--- src/rtl/xwc_pkg.sv ---
`timescale 1ns/1ps
package xwc_pkg;
   localparam int WAIT_W = 3;
   localparam int NRGN   = 3;

   typedef enum logic [1:0] {
      RGN_XMEM = 2'd0,
      RGN_RAM  = 2'd1,
      RGN_ROM  = 2'd2
   } rgn_e;

   // per-region settings: width flag above the wait count
   typedef struct packed {
      logic              narrow;
      logic [WAIT_W-1:0] waits;
   } rgn_cfg_t;

   // packed so that bit positions match the register layout
   typedef struct packed {
      logic     ram_merge;
      logic     rom_merge;
      rgn_cfg_t xmem;
      rgn_cfg_t rom;
      rgn_cfg_t ram;
   } ctl_t;

   function automatic rgn_cfg_t pick_cfg(input ctl_t c, input rgn_e r);
      case (r)
         RGN_RAM: return c.ram;
         RGN_ROM: return c.rom;
         default: return c.xmem;
      endcase
   endfunction
endpackage

--- src/rtl/xwc_cfg_reg.sv ---
`timescale 1ns/1ps
module xwc_cfg_reg
   import xwc_pkg::*;
#(
   parameter int REG_W = 16
) (
   input  logic             clk,
   input  logic             rst_n,
   input  logic             wr,
   input  logic [REG_W-1:0] wdata,
   output ctl_t             ctl_q,
   output logic [REG_W-1:0] rdata
);
   localparam int CTL_W = $bits(ctl_t);

   generate
      if (REG_W <= CTL_W) begin : g_bad_w
         $error("xwc_cfg_reg: REG_W must exceed the control field width");
      end
   endgenerate

   logic unused_rsvd;
   assign unused_rsvd = ^wdata[REG_W-1:CTL_W];

   always_ff @(posedge clk or negedge rst_n) begin
      if (!rst_n)
         ctl_q <= '0;
      else if (wr)
         ctl_q <= ctl_t'(wdata[CTL_W-1:0]);
   end

   assign rdata = {{(REG_W-CTL_W){1'b0}}, ctl_q};
endmodule

--- src/rtl/xwc_seq.sv ---
`timescale 1ns/1ps
module xwc_seq
   import xwc_pkg::*;
(
   input  logic     clk,
   input  logic     rst_n,
   input  logic     req,
   input  rgn_e     rgn_in,
   input  rgn_cfg_t rc_in,
   output logic     accept,
   output logic     active,
   output logic     phase,
   output logic     narrow,
   output logic     ready,
   output logic     cap_lo,
   output rgn_e     rgn_q
);
   typedef enum logic [1:0] {S_IDLE, S_ACT, S_GAP} st_e;

   st_e               st;
   logic [WAIT_W-1:0] cnt;
   logic              more;
   rgn_cfg_t          rc_q;
   logic              last;

   always_ff @(posedge clk or negedge rst_n) begin
      if (!rst_n) begin
         st    <= S_IDLE;
         cnt   <= '0;
         more  <= 1'b0;
         phase <= 1'b0;
         rc_q  <= '0;
         rgn_q <= RGN_XMEM;
      end else begin
         case (st)
            S_IDLE: if (req) begin
               st    <= S_ACT;
               cnt   <= rc_in.waits;
               rc_q  <= rc_in;
               rgn_q <= rgn_in;
               phase <= 1'b0;
            end
            S_ACT: if (cnt != '0) begin
               cnt <= cnt - 1'b1;
            end else begin
               st   <= S_GAP;
               more <= rc_q.narrow && !phase;
            end
            S_GAP: if (more) begin
               st    <= S_ACT;
               phase <= 1'b1;
               cnt   <= rc_q.waits;
               more  <= 1'b0;
            end else begin
               st <= S_IDLE;
            end
            default: st <= S_IDLE;
         endcase
      end
   end

   assign accept = (st == S_IDLE) && req;
   assign active = (st == S_ACT);
   assign narrow = rc_q.narrow;
   assign last   = active && (cnt == '0);
   assign ready  = last && (!rc_q.narrow || phase);
   assign cap_lo = last && rc_q.narrow && !phase;

   // a strobe phase is always followed by a quiet cycle
   a_r7_quiet_after_phase: assert property (@(posedge clk) disable iff (!rst_n)
      last |=> !active);
   // the first strobe cycle follows an accepted request
   a_r3_start_after_accept: assert property (@(posedge clk) disable iff (!rst_n)
      accept |=> active);
endmodule

--- src/rtl/xwc_datapath.sv ---
`timescale 1ns/1ps
module xwc_datapath #(
   parameter int ADDR_W = 16,
   parameter int DATA_W = 16
) (
   input  logic              clk,
   input  logic              rst_n,
   input  logic              accept,
   input  logic              cap_lo,
   input  logic              ready,
   input  logic              active,
   input  logic              phase,
   input  logic              narrow,
   input  logic              cpu_we,
   input  logic [ADDR_W-1:0] cpu_addr,
   input  logic [DATA_W-1:0] cpu_wdata,
   input  logic [DATA_W-1:0] ext_din,
   output logic              we_q,
   output logic [ADDR_W-1:0] ext_addr,
   output logic [DATA_W-1:0] ext_dout,
   output logic              ext_doe,
   output logic [DATA_W-1:0] cpu_rdata
);
   localparam int BYTE_W = DATA_W / 2;

   generate
      if (DATA_W % 2 != 0) begin : g_bad_dw
         $error("xwc_datapath: DATA_W must be even");
      end
   endgenerate

   logic [DATA_W-1:0] wd_q;
   logic [BYTE_W-1:0] lo_q;

   always_ff @(posedge clk or negedge rst_n) begin
      if (!rst_n) begin
         we_q     <= 1'b0;
         ext_addr <= '0;
         wd_q     <= '0;
         lo_q     <= '0;
      end else begin
         if (accept) begin
            we_q     <= cpu_we;
            ext_addr <= cpu_addr;
            wd_q     <= cpu_wdata;
         end
         if (cap_lo && !we_q)
            lo_q <= ext_din[BYTE_W-1:0];
      end
   end

   always_comb begin
      if (!narrow)
         ext_dout = wd_q;
      else if (phase)
         ext_dout = {{BYTE_W{1'b0}}, wd_q[DATA_W-1:BYTE_W]};
      else
         ext_dout = {{BYTE_W{1'b0}}, wd_q[BYTE_W-1:0]};
   end

   always_comb begin
      cpu_rdata = '0;
      if (ready && !we_q)
         cpu_rdata = narrow ? {ext_din[BYTE_W-1:0], lo_q} : ext_din;
   end

   assign ext_doe = active && we_q;

   // read data leaves the block only in a read's ready cycle
   a_r6_rdata_quiet: assert property (@(posedge clk) disable iff (!rst_n)
      (cpu_rdata != '0) |-> (ready && !we_q));
endmodule

--- src/rtl/xmem_wait_ctrl.sv ---
`timescale 1ns/1ps
module xmem_wait_ctrl
   import xwc_pkg::*;
#(
   parameter int         ADDR_W   = 16,
   parameter int         DATA_W   = 16,
   parameter int         CFG_W    = 16,
   parameter bit         MERGE_EN = 1'b1,
   parameter logic [1:0] RAM_CODE = 2'b10,
   parameter logic [1:0] ROM_CODE = 2'b11
) (
   input  logic              clk,
   input  logic              rst_n,
   input  logic              cfg_wr,
   input  logic [CFG_W-1:0]  cfg_wdata,
   output logic [CFG_W-1:0]  cfg_rdata,
   input  logic              cpu_req,
   input  logic              cpu_we,
   input  logic [ADDR_W-1:0] cpu_addr,
   input  logic [DATA_W-1:0] cpu_wdata,
   output logic [DATA_W-1:0] cpu_rdata,
   output logic              cpu_ready,
   output logic [ADDR_W-1:0] ext_addr,
   output logic              ext_a0,
   output logic              ext_xmem_cs_n,
   output logic              ext_ram_cs_n,
   output logic              ext_rom_cs_n,
   output logic              ext_oe_n,
   output logic              ext_we_n,
   output logic              ext_doe,
   output logic [DATA_W-1:0] ext_dout,
   input  logic [DATA_W-1:0] ext_din
);
   generate
      if (ADDR_W < 4) begin : g_bad_aw
         $error("xmem_wait_ctrl: ADDR_W too small for region decode");
      end
      if (RAM_CODE == ROM_CODE) begin : g_bad_codes
         $error("xmem_wait_ctrl: RAM and ROM region codes must differ");
      end
   endgenerate

   ctl_t     ctl;
   rgn_e     rgn_dec, rgn_q;
   rgn_cfg_t rc_dec;
   logic     accept, active, phase, narrow, ready, cap_lo, we_q;
   logic [1:0] code;

   assign code    = cpu_addr[ADDR_W-1 -: 2];
   assign rgn_dec = (code == ROM_CODE) ? RGN_ROM :
                    (code == RAM_CODE) ? RGN_RAM : RGN_XMEM;
   assign rc_dec  = pick_cfg(ctl, rgn_dec);

   xwc_cfg_reg #(.REG_W(CFG_W)) u_cfg (
      .clk(clk), .rst_n(rst_n), .wr(cfg_wr), .wdata(cfg_wdata),
      .ctl_q(ctl), .rdata(cfg_rdata)
   );

   xwc_seq u_seq (
      .clk(clk), .rst_n(rst_n), .req(cpu_req), .rgn_in(rgn_dec), .rc_in(rc_dec),
      .accept(accept), .active(active), .phase(phase), .narrow(narrow),
      .ready(ready), .cap_lo(cap_lo), .rgn_q(rgn_q)
   );

   xwc_datapath #(.ADDR_W(ADDR_W), .DATA_W(DATA_W)) u_dp (
      .clk(clk), .rst_n(rst_n), .accept(accept), .cap_lo(cap_lo), .ready(ready),
      .active(active), .phase(phase), .narrow(narrow), .cpu_we(cpu_we),
      .cpu_addr(cpu_addr), .cpu_wdata(cpu_wdata), .ext_din(ext_din),
      .we_q(we_q), .ext_addr(ext_addr), .ext_dout(ext_dout), .ext_doe(ext_doe),
      .cpu_rdata(cpu_rdata)
   );

   // one select per region, bit index equals the region encoding
   logic [NRGN-1:0] hit, sel;
   for (genvar i = 0; i < NRGN; i++) begin : g_hit
      assign hit[i] = active && (rgn_q == rgn_e'(i));
   end

   if (MERGE_EN) begin : g_merge
      assign sel = hit | {ctl.rom_merge & hit[RGN_XMEM],
                          ctl.ram_merge & hit[RGN_XMEM], 1'b0};
      // RAM select follows the extended-memory select
      a_r8_ram_follows: assert property (@(posedge clk) disable iff (!rst_n)
         (cfg_rdata[13] && !ext_xmem_cs_n) |-> !ext_ram_cs_n);
      // ROM select follows the extended-memory select
      a_r9_rom_follows: assert property (@(posedge clk) disable iff (!rst_n)
         (cfg_rdata[12] && !ext_xmem_cs_n) |-> !ext_rom_cs_n);
   end else begin : g_plain
      assign sel = hit;
   end

   assign ext_xmem_cs_n = !sel[RGN_XMEM];
   assign ext_ram_cs_n  = !sel[RGN_RAM];
   assign ext_rom_cs_n  = !sel[RGN_ROM];
   assign ext_oe_n      = !(active && !we_q);
   assign ext_we_n      = !(active && we_q);
   assign ext_a0        = active && phase;
   assign cpu_ready     = ready;

   // read and write strobes never overlap
   a_r4_strobe_excl: assert property (@(posedge clk) disable iff (!rst_n)
      !(!ext_oe_n && !ext_we_n));
   // without merging, at most one chip select is low
   a_r1_single_sel: assert property (@(posedge clk) disable iff (!rst_n)
      (cfg_rdata[13:12] == 2'b00) |->
      ($countones({~ext_xmem_cs_n, ~ext_ram_cs_n, ~ext_rom_cs_n}) <= 1));
   // the second byte phase opens only after a quiet cycle
   a_r5_a0_after_quiet: assert property (@(posedge clk) disable iff (!rst_n)
      $rose(ext_a0) |-> $past(ext_oe_n && ext_we_n));
   // ready only while a strobe is asserted
   a_r3_ready_in_strobe: assert property (@(posedge clk) disable iff (!rst_n)
      cpu_ready |-> !(ext_oe_n && ext_we_n));
endmodule

--- config.mk ---
export PLATFORM = sky130hd
export DESIGN_NAME = xmem_wait_ctrl
export DESIGN_NICKNAME = d
export VERILOG_FILES = /design/src/rtl/xwc_pkg.sv /design/src/rtl/xwc_cfg_reg.sv /design/src/rtl/xwc_seq.sv /design/src/rtl/xwc_datapath.sv /design/src/rtl/xmem_wait_ctrl.sv
export SDC_FILE = /design/constraint.sdc
export NUM_CORES = 1
export LEC_CHECK = 0
export ABC_AREA = 1
export BUFFER_PORTS_ARGS = -buffer_cell sky130_fd_sc_hd__buf_4
export CAP_MARGIN = 20
export CORE_MARGIN = 2
export CORE_UTILIZATION = 40
export CTS_CLUSTER_DIAMETER = 60
export DETAILED_ROUTE_END_ITERATION = 8
export PLACE_DENSITY = 0.81
export SLEW_MARGIN = 5
export SYNTH_ARGS = -nofsm -noshare
export SYNTH_HDL_FRONTEND = slang
export SYNTH_SLANG_ARGS = --single-unit
--- constraint.sdc ---
create_clock -name clk -period 1.7 [get_ports clk]
set_clock_uncertainty 0.2 [all_clocks]
set_input_delay 0.17 -clock clk [delete_from_list [all_inputs] [get_ports clk]]
set_output_delay 0.17 -clock clk [all_outputs]
set_load 0.05 [all_outputs]
# --- After elaboration in Yosys (flattened, before gate mapping) ---
# Cells that the tools add are included.
totals:
  register_bits: 68
  latch_bits: 0
  ram_bits: 0
  romBits: 0
  in_bits: 69
  output_inout_bits: 72
  n_memories: 0
classes:
  n_addsub: 1
  mul: 0
  n_div: 0
  magnitude_cmp: 0
  n_eq_ne: 12
  shift: 0
  muxes: 20
  bitwise_logic: 3
  reduce_logical: 35
ops:
  columns: ["op", "n"]
  rows:
  - ["$mux 16", 3]
  - ["$logic_and 1x1->1", 14]
  - ["$eq 2x2->1 const B", 5]
  - ["$mux 3", 3]
  - ["$pmux 3 s3", 1]
  - ["$logic_not 1->1", 8]
  - ["$mux 8", 1]
  - ["$pmux 4 s2", 1]
  - ["$eq 2x1->1 const B", 3]
  - ["$mux 2", 3]
  - ["$pmux 2 s3", 1]
  - ["$reduce_and 2->1", 3]
  - ["$reduce_bool 3->1", 2]
  - ["$mux 1", 5]
  - ["$logic_not 2->1", 2]
  - ["$ne 2x1->1 const B", 2]
  - ["$ne 2x2->1 const B", 2]
  - ["$pmux 1 s2", 2]
  - ["$reduce_and 4->1", 1]
  - ["$reduce_bool 2->1", 2]
  - ["$logic_not 3->1", 1]
  - ["$or 3x3->3", 1]
  - ["$reduce_and 3->1", 1]
  - ["$sub 3x1->3 const B", 1]
  - ["2 further kinds", 3]

# --- Longest topological paths before layout ---
logic_depth:
  depth_word: 7
  ltp_mapped: 9
  ltp_nobuf: 8

# --- By module ---
# A second synthesis with hierarchy kept.
unflattened:
  hier_cells: 471
  area_unflattened_um2: 3619.7
modules_own_cells:
  columns: ["module", "n_inst", "cells_each", "area_per_inst_um2"]
  rows:
  - ["xwc_datapath", 1, 257, 2016.9]
  - ["xwc_seq", 1, 105, 800.8]
  - ["xwc_cfg_reg", 1, 76, 654.4]
  - ["xmem_wait_ctrl", 1, 33, 147.6]

# --- Worst setup path before layout ---
# OpenSTA, ideal clock, no wires.
synth_timing:
  path_type: "register to output"
  start: "reg u_seq.st[1]"
  end: "out cpu_rdata[0]"
  arrival_ns: 2.135
  setup_slack_ns: -0.805
  path_stages_with_launch: 9
  n_path_buf: 2
  cell_sequence: "dfrtp_1 > inv_1 > ha_1 > buf_6 > nand3_4 > a21oi_4 > nand2_4 > buf_6 > nor2_1"
synth_via:
  elab_chain_cells: 5
synth_rtl:
  columns: ["item", "line_no", "rtl"]
  rows:
  - ["start, declared", "xwc_seq.sv:20", "st_e st;"]
  - ["start signal, assigned", "xwc_seq.sv:28", "st <= S_IDLE;"]
  - ["start signal, assigned", "xwc_seq.sv:37", "st <= S_ACT;"]
  - ["start signal, assigned", "xwc_seq.sv:46", "st <= S_GAP;"]
  - ["$eq 2x1->1", "xwc_seq.sv:63", "assign active = (st == S_ACT);"]
  - ["$logic_and 1x1->1", "xwc_seq.sv:65", "assign last = active && (cnt == '0);"]
  - ["$logic_and 1x1->1", "xwc_seq.sv:66", "assign ready = last && (!rc_q.narrow || phase);"]
  - ["via cpu_ready", "xmem_wait_ctrl.sv:22", "output logic cpu_ready,"]
  - ["$logic_and 1x1->1", "xwc_datapath.sv:63", "if (ready && !we_q)"]
  - ["$mux 16", "xwc_datapath.sv:63", null]
  - ["end, declared", "xmem_wait_ctrl.sv:21", "output logic [DATA_W-1:0] cpu_rdata,"]
# The timed path passes the listed nets, and every way through them passes these cells.

# --- Worst setup path after layout ---
layout_timing:
  start: "reg u_seq.cnt[1]"
  end: "out cpu_rdata[11]"
layout_via:
  elab_chain_cells: 5
layout_rtl:
  columns: ["item", "line_no", "rtl"]
  rows:
  - ["start, declared", "xwc_seq.sv:21", "logic [WAIT_W-1:0] cnt;"]
  - ["start signal, assigned", "xwc_seq.sv:38", "cnt <= rc_in.waits;"]
  - ["start signal, assigned", "xwc_seq.sv:44", "cnt <= cnt - 1'b1;"]
  - ["start signal, assigned", "xwc_seq.sv:52", "cnt <= rc_q.waits;"]
  - ["$logic_not 3->1", "xwc_seq.sv:65", null]
  - ["$logic_and 1x1->1", "xwc_seq.sv:65", null]
  - ["$logic_and 1x1->1", "xwc_seq.sv:66", null]
  - ["$logic_and 1x1->1", "xwc_datapath.sv:63", null]
  - ["$mux 16", "xwc_datapath.sv:63", null]
# Every way passes these cells.

==> metrics.txt <==
Detailed Route WL 11750 µm; FF-to-FF setup slack -0.05 ns; Worst R2R End u_dp.lo_q[3]; Min Clock Period, post-route 2.135 ns; LEAKAGE 3.006 nW; GR Overflow Total 0; Max rail drop VDD 0.001063 V; Slew Limit Fails 0; H-Tree Depth 3; Synth area leaders dfrtp_1, nand2_1, mux2_2; Seq cells post-synth 68; Nets 703; Core Region 8175 µm²; Root Buffer clkbuf_8; antenna violations before repair 1; WL per Instance 15.93 µm; clk slew on worst S/H paths 0.08 ns; max cap viols 0; Netlist cell types 26; switching pwr 5.420 mW; first-pass GRT wire length 18140 µm; sequential share of power 25.2%; outcome finished, violations left; post-place setup slack -0.1663 ns; failing checks setup timing; number of global-route vias before repair 3885; PD cells 1776 nW/µm²; number of synthesized flops with an enable pin 0; Mapped Avg Cell Area 8.349 µm²; sequential share of the synthesized area 50.58%; Hold WC Path Type in -> reg; total power draw 10.94 mW; port buffer count 136; boundary pin count 141; CTS buffer count 9; Arrival @ worst endpoint 1.77 ns; DR pass1 iterations 4; fmax 468.3 MHz; crit path max fanout 11; detailed-route DRC error count 0; final setup fails 41; Synth Flop Type dfrtp_1; Die Wd 95.71 µm; Hold Vio Cnt, Final 0; routed vias 3672; post-synth top area cell dfrtp_1; clock buffer depth 2; GRT Util Overall 26.02%; Final Cycle Share 125.6%; post-detail-place hpwl 6867 µm; Initial DRC Count 140; Die ar. 9160 µm²; largest net degree at the start of global routing 42; Routed Antenna Nets 0; Synth warnings 0; Yosys top cell area share 50.58%; crit path launch type register; drt via density 4.976; mapped cell area 3364 µm²; combinational power share 64.2%; Critical path origin u_seq.cnt[1]; Initial Util 41.15%; worst r2r path cells 8; Worst Setup EP cpu_rdata[11]; most frequent cell after synthesis nand2_1; WP data required 1.33 ns; worst r2r src u_seq.cnt[1]; Clock Sink Count 68; Synth async-reset ratio 100.0%; most instantiated cells after synthesis nand2_1, dfrtp_1, inv_1, nor2_1, o21ai_0; final core occ 75.33%; RSZ-0062 raised after global routing true; gpl congestion 0.8265; gate count after technology mapping 403; CTS tree yes; synth-to-layout area growth 83.04%; share of cells above drive strength 1 45.89%; Net Sw Frac 49.55%; Clk Latency, worst-skew pair 0.35 ns; Core Rows 33; worst setup margin -0.4353 ns; critical path capture point type output port; Internal 5.519 mW; critical path class reg -> out; clock share of power 10.6%; die height 95.71 µm
==> cells by family after synthesis <==
kind of cell,after synthesis,synth area share (%)
AO/OA/AOI/OAI,64,11.53
adder cells (fa/ha/maj),6,2.231
buffers and inverters,59,7.921
flip-flops,68,50.58
multiplexers,14,4.686
other,1,0.1115
AND/OR/NAND/NOR,191,22.95
==> per-stage QoR <==
stage                     instances  instance area [µm²]  hold slack, ns  setup TNS, ns
after CTS                       732                 5889         0.02368         -8.999
after global placement          647                 4768        -0.08563         -1.932
after floorplan                 404                 3542         -0.3256         -7.439
after global routing            738                 6158         0.05792         -12.66
final                           738                 6158         0.03834         -10.21
after detailed placement        647                 4768        -0.07993         -3.459
==> state kept, by name, indices dropped and copies added, names as in the netlist <==
register       count
u_seq.cnt          3
u_dp.we_q          1
u_seq.rc_q         3
u_cfg.ctl_q       14
u_seq.narrow       1
u_dp.lo_q          8
u_seq.more         1
u_seq.rgn_q        2
u_seq.st           2
u_dp.ext_addr     16
u_dp.wd_q         16
u_seq.phase        1
==> critical path, stage by stage, from the launching register on <==
cell and delay, ns:
dfrtp_1 0.40, inv_2 0.08, ha_4 0.15, nand3_4 0.08, a21oi_4 0.15, nand2_4 0.09, buf_12 0.16, a21oi_2 0.13
buf_6 0.18
==> cells in the final DEF, fill, tap and decap left out, types with 3 or more instances in the layout <==
cell type | netlist | routed
a21oi_1 | 19 | 9
a21oi_2 | 2 | 9
a21oi_4 | 1 | 4
buf_12 | 0 | 7
buf_4 | 3 | 120
buf_6 | 3 | 38
buf_8 | 0 | 10
clkbuf_8 | 0 | 9
clkinvlp_4 | 0 | 3
dfrtp_1 | 68 | 66
dlygate4sd3_1 | 0 | 56
ha_4 | 0 | 4
inv_1 | 39 | 30
inv_2 | 0 | 6
mux2_2 | 14 | 14
nand2_1 | 141 | 126
nand2_2 | 1 | 6
nand2_4 | 1 | 11
nand3_1 | 11 | 11
nand4_1 | 6 | 6
nor2_1 | 29 | 11
nor2_2 | 1 | 8
nor2_4 | 0 | 11
o211ai_1 | 3 | 3
o21a_1 | 3 | 3
o21ai_0 | 25 | 13
o21ai_2 | 8 | 16
o21ai_4 | 0 | 3
==> worst min-delay path by stage <==
stage / startpoint / end / slack [ns] / cells past startpoint
2_1_floorplan: rst_n / u_cfg.ctl_q[0] / -0.33 / 0
3_3_place_gp: rst_n / u_dp.wd_q[12] / -0.09 / 1
3_5_place_dp: rst_n / u_dp.wd_q[12] / -0.08 / 1
4_1_cts: cfg_wr / u_cfg.ctl_q[0] / 0.02 / 2
5_1_grt: cfg_wr / u_cfg.ctl_q[0] / 0.06 / 2
6_report: cfg_wr / u_cfg.ctl_q[10] / 0.04 / 2
==> repair_timing <==
item	CTS	global route
setup endpoints to repair	71	79
gates resized for setup	79	56
hold buffers	56	0
pin swaps	5	8
cloned	1	1
buffers inserted	13	6
hold endpoints to repair	124	0
==> layout make-up <==
class	count	area, µm²
well taps	105	131.4
diodes	1	2.502
clock inverters	6	41.29
clock buffers	9	123.9
repair buffers	233	2232
fillers	533	2017
multi-input cells	277	1762
flip-flops and latches	68	1704
inverters	39	161.4
==> per-layer routing <==
metal	part of all wire, %	GRT usage (%)	vias up
li1	-	-	1730
met1	36	27.18	1766
met2	55	49.65	149
met3	6.9	6.421	27
met4	2.3	10.00	0
met5	0	0	-
==> power groups by stage <==
stage | registers, mW | clock network, mW | logic (mW)
6_report | 2.75 | 1.16 | 7.02
2_1_floorplan | 3.34 | 0 | 3.18
4_1_cts | 2.69 | 1.17 | 6.40
3_5_place_dp | 2.68 | 0 | 5.51
5_1_grt | 2.82 | 1.26 | 7.48
3_3_place_gp | 2.64 | 0 | 5.39
Note: power is estimated with default switching activity, not from simulation.
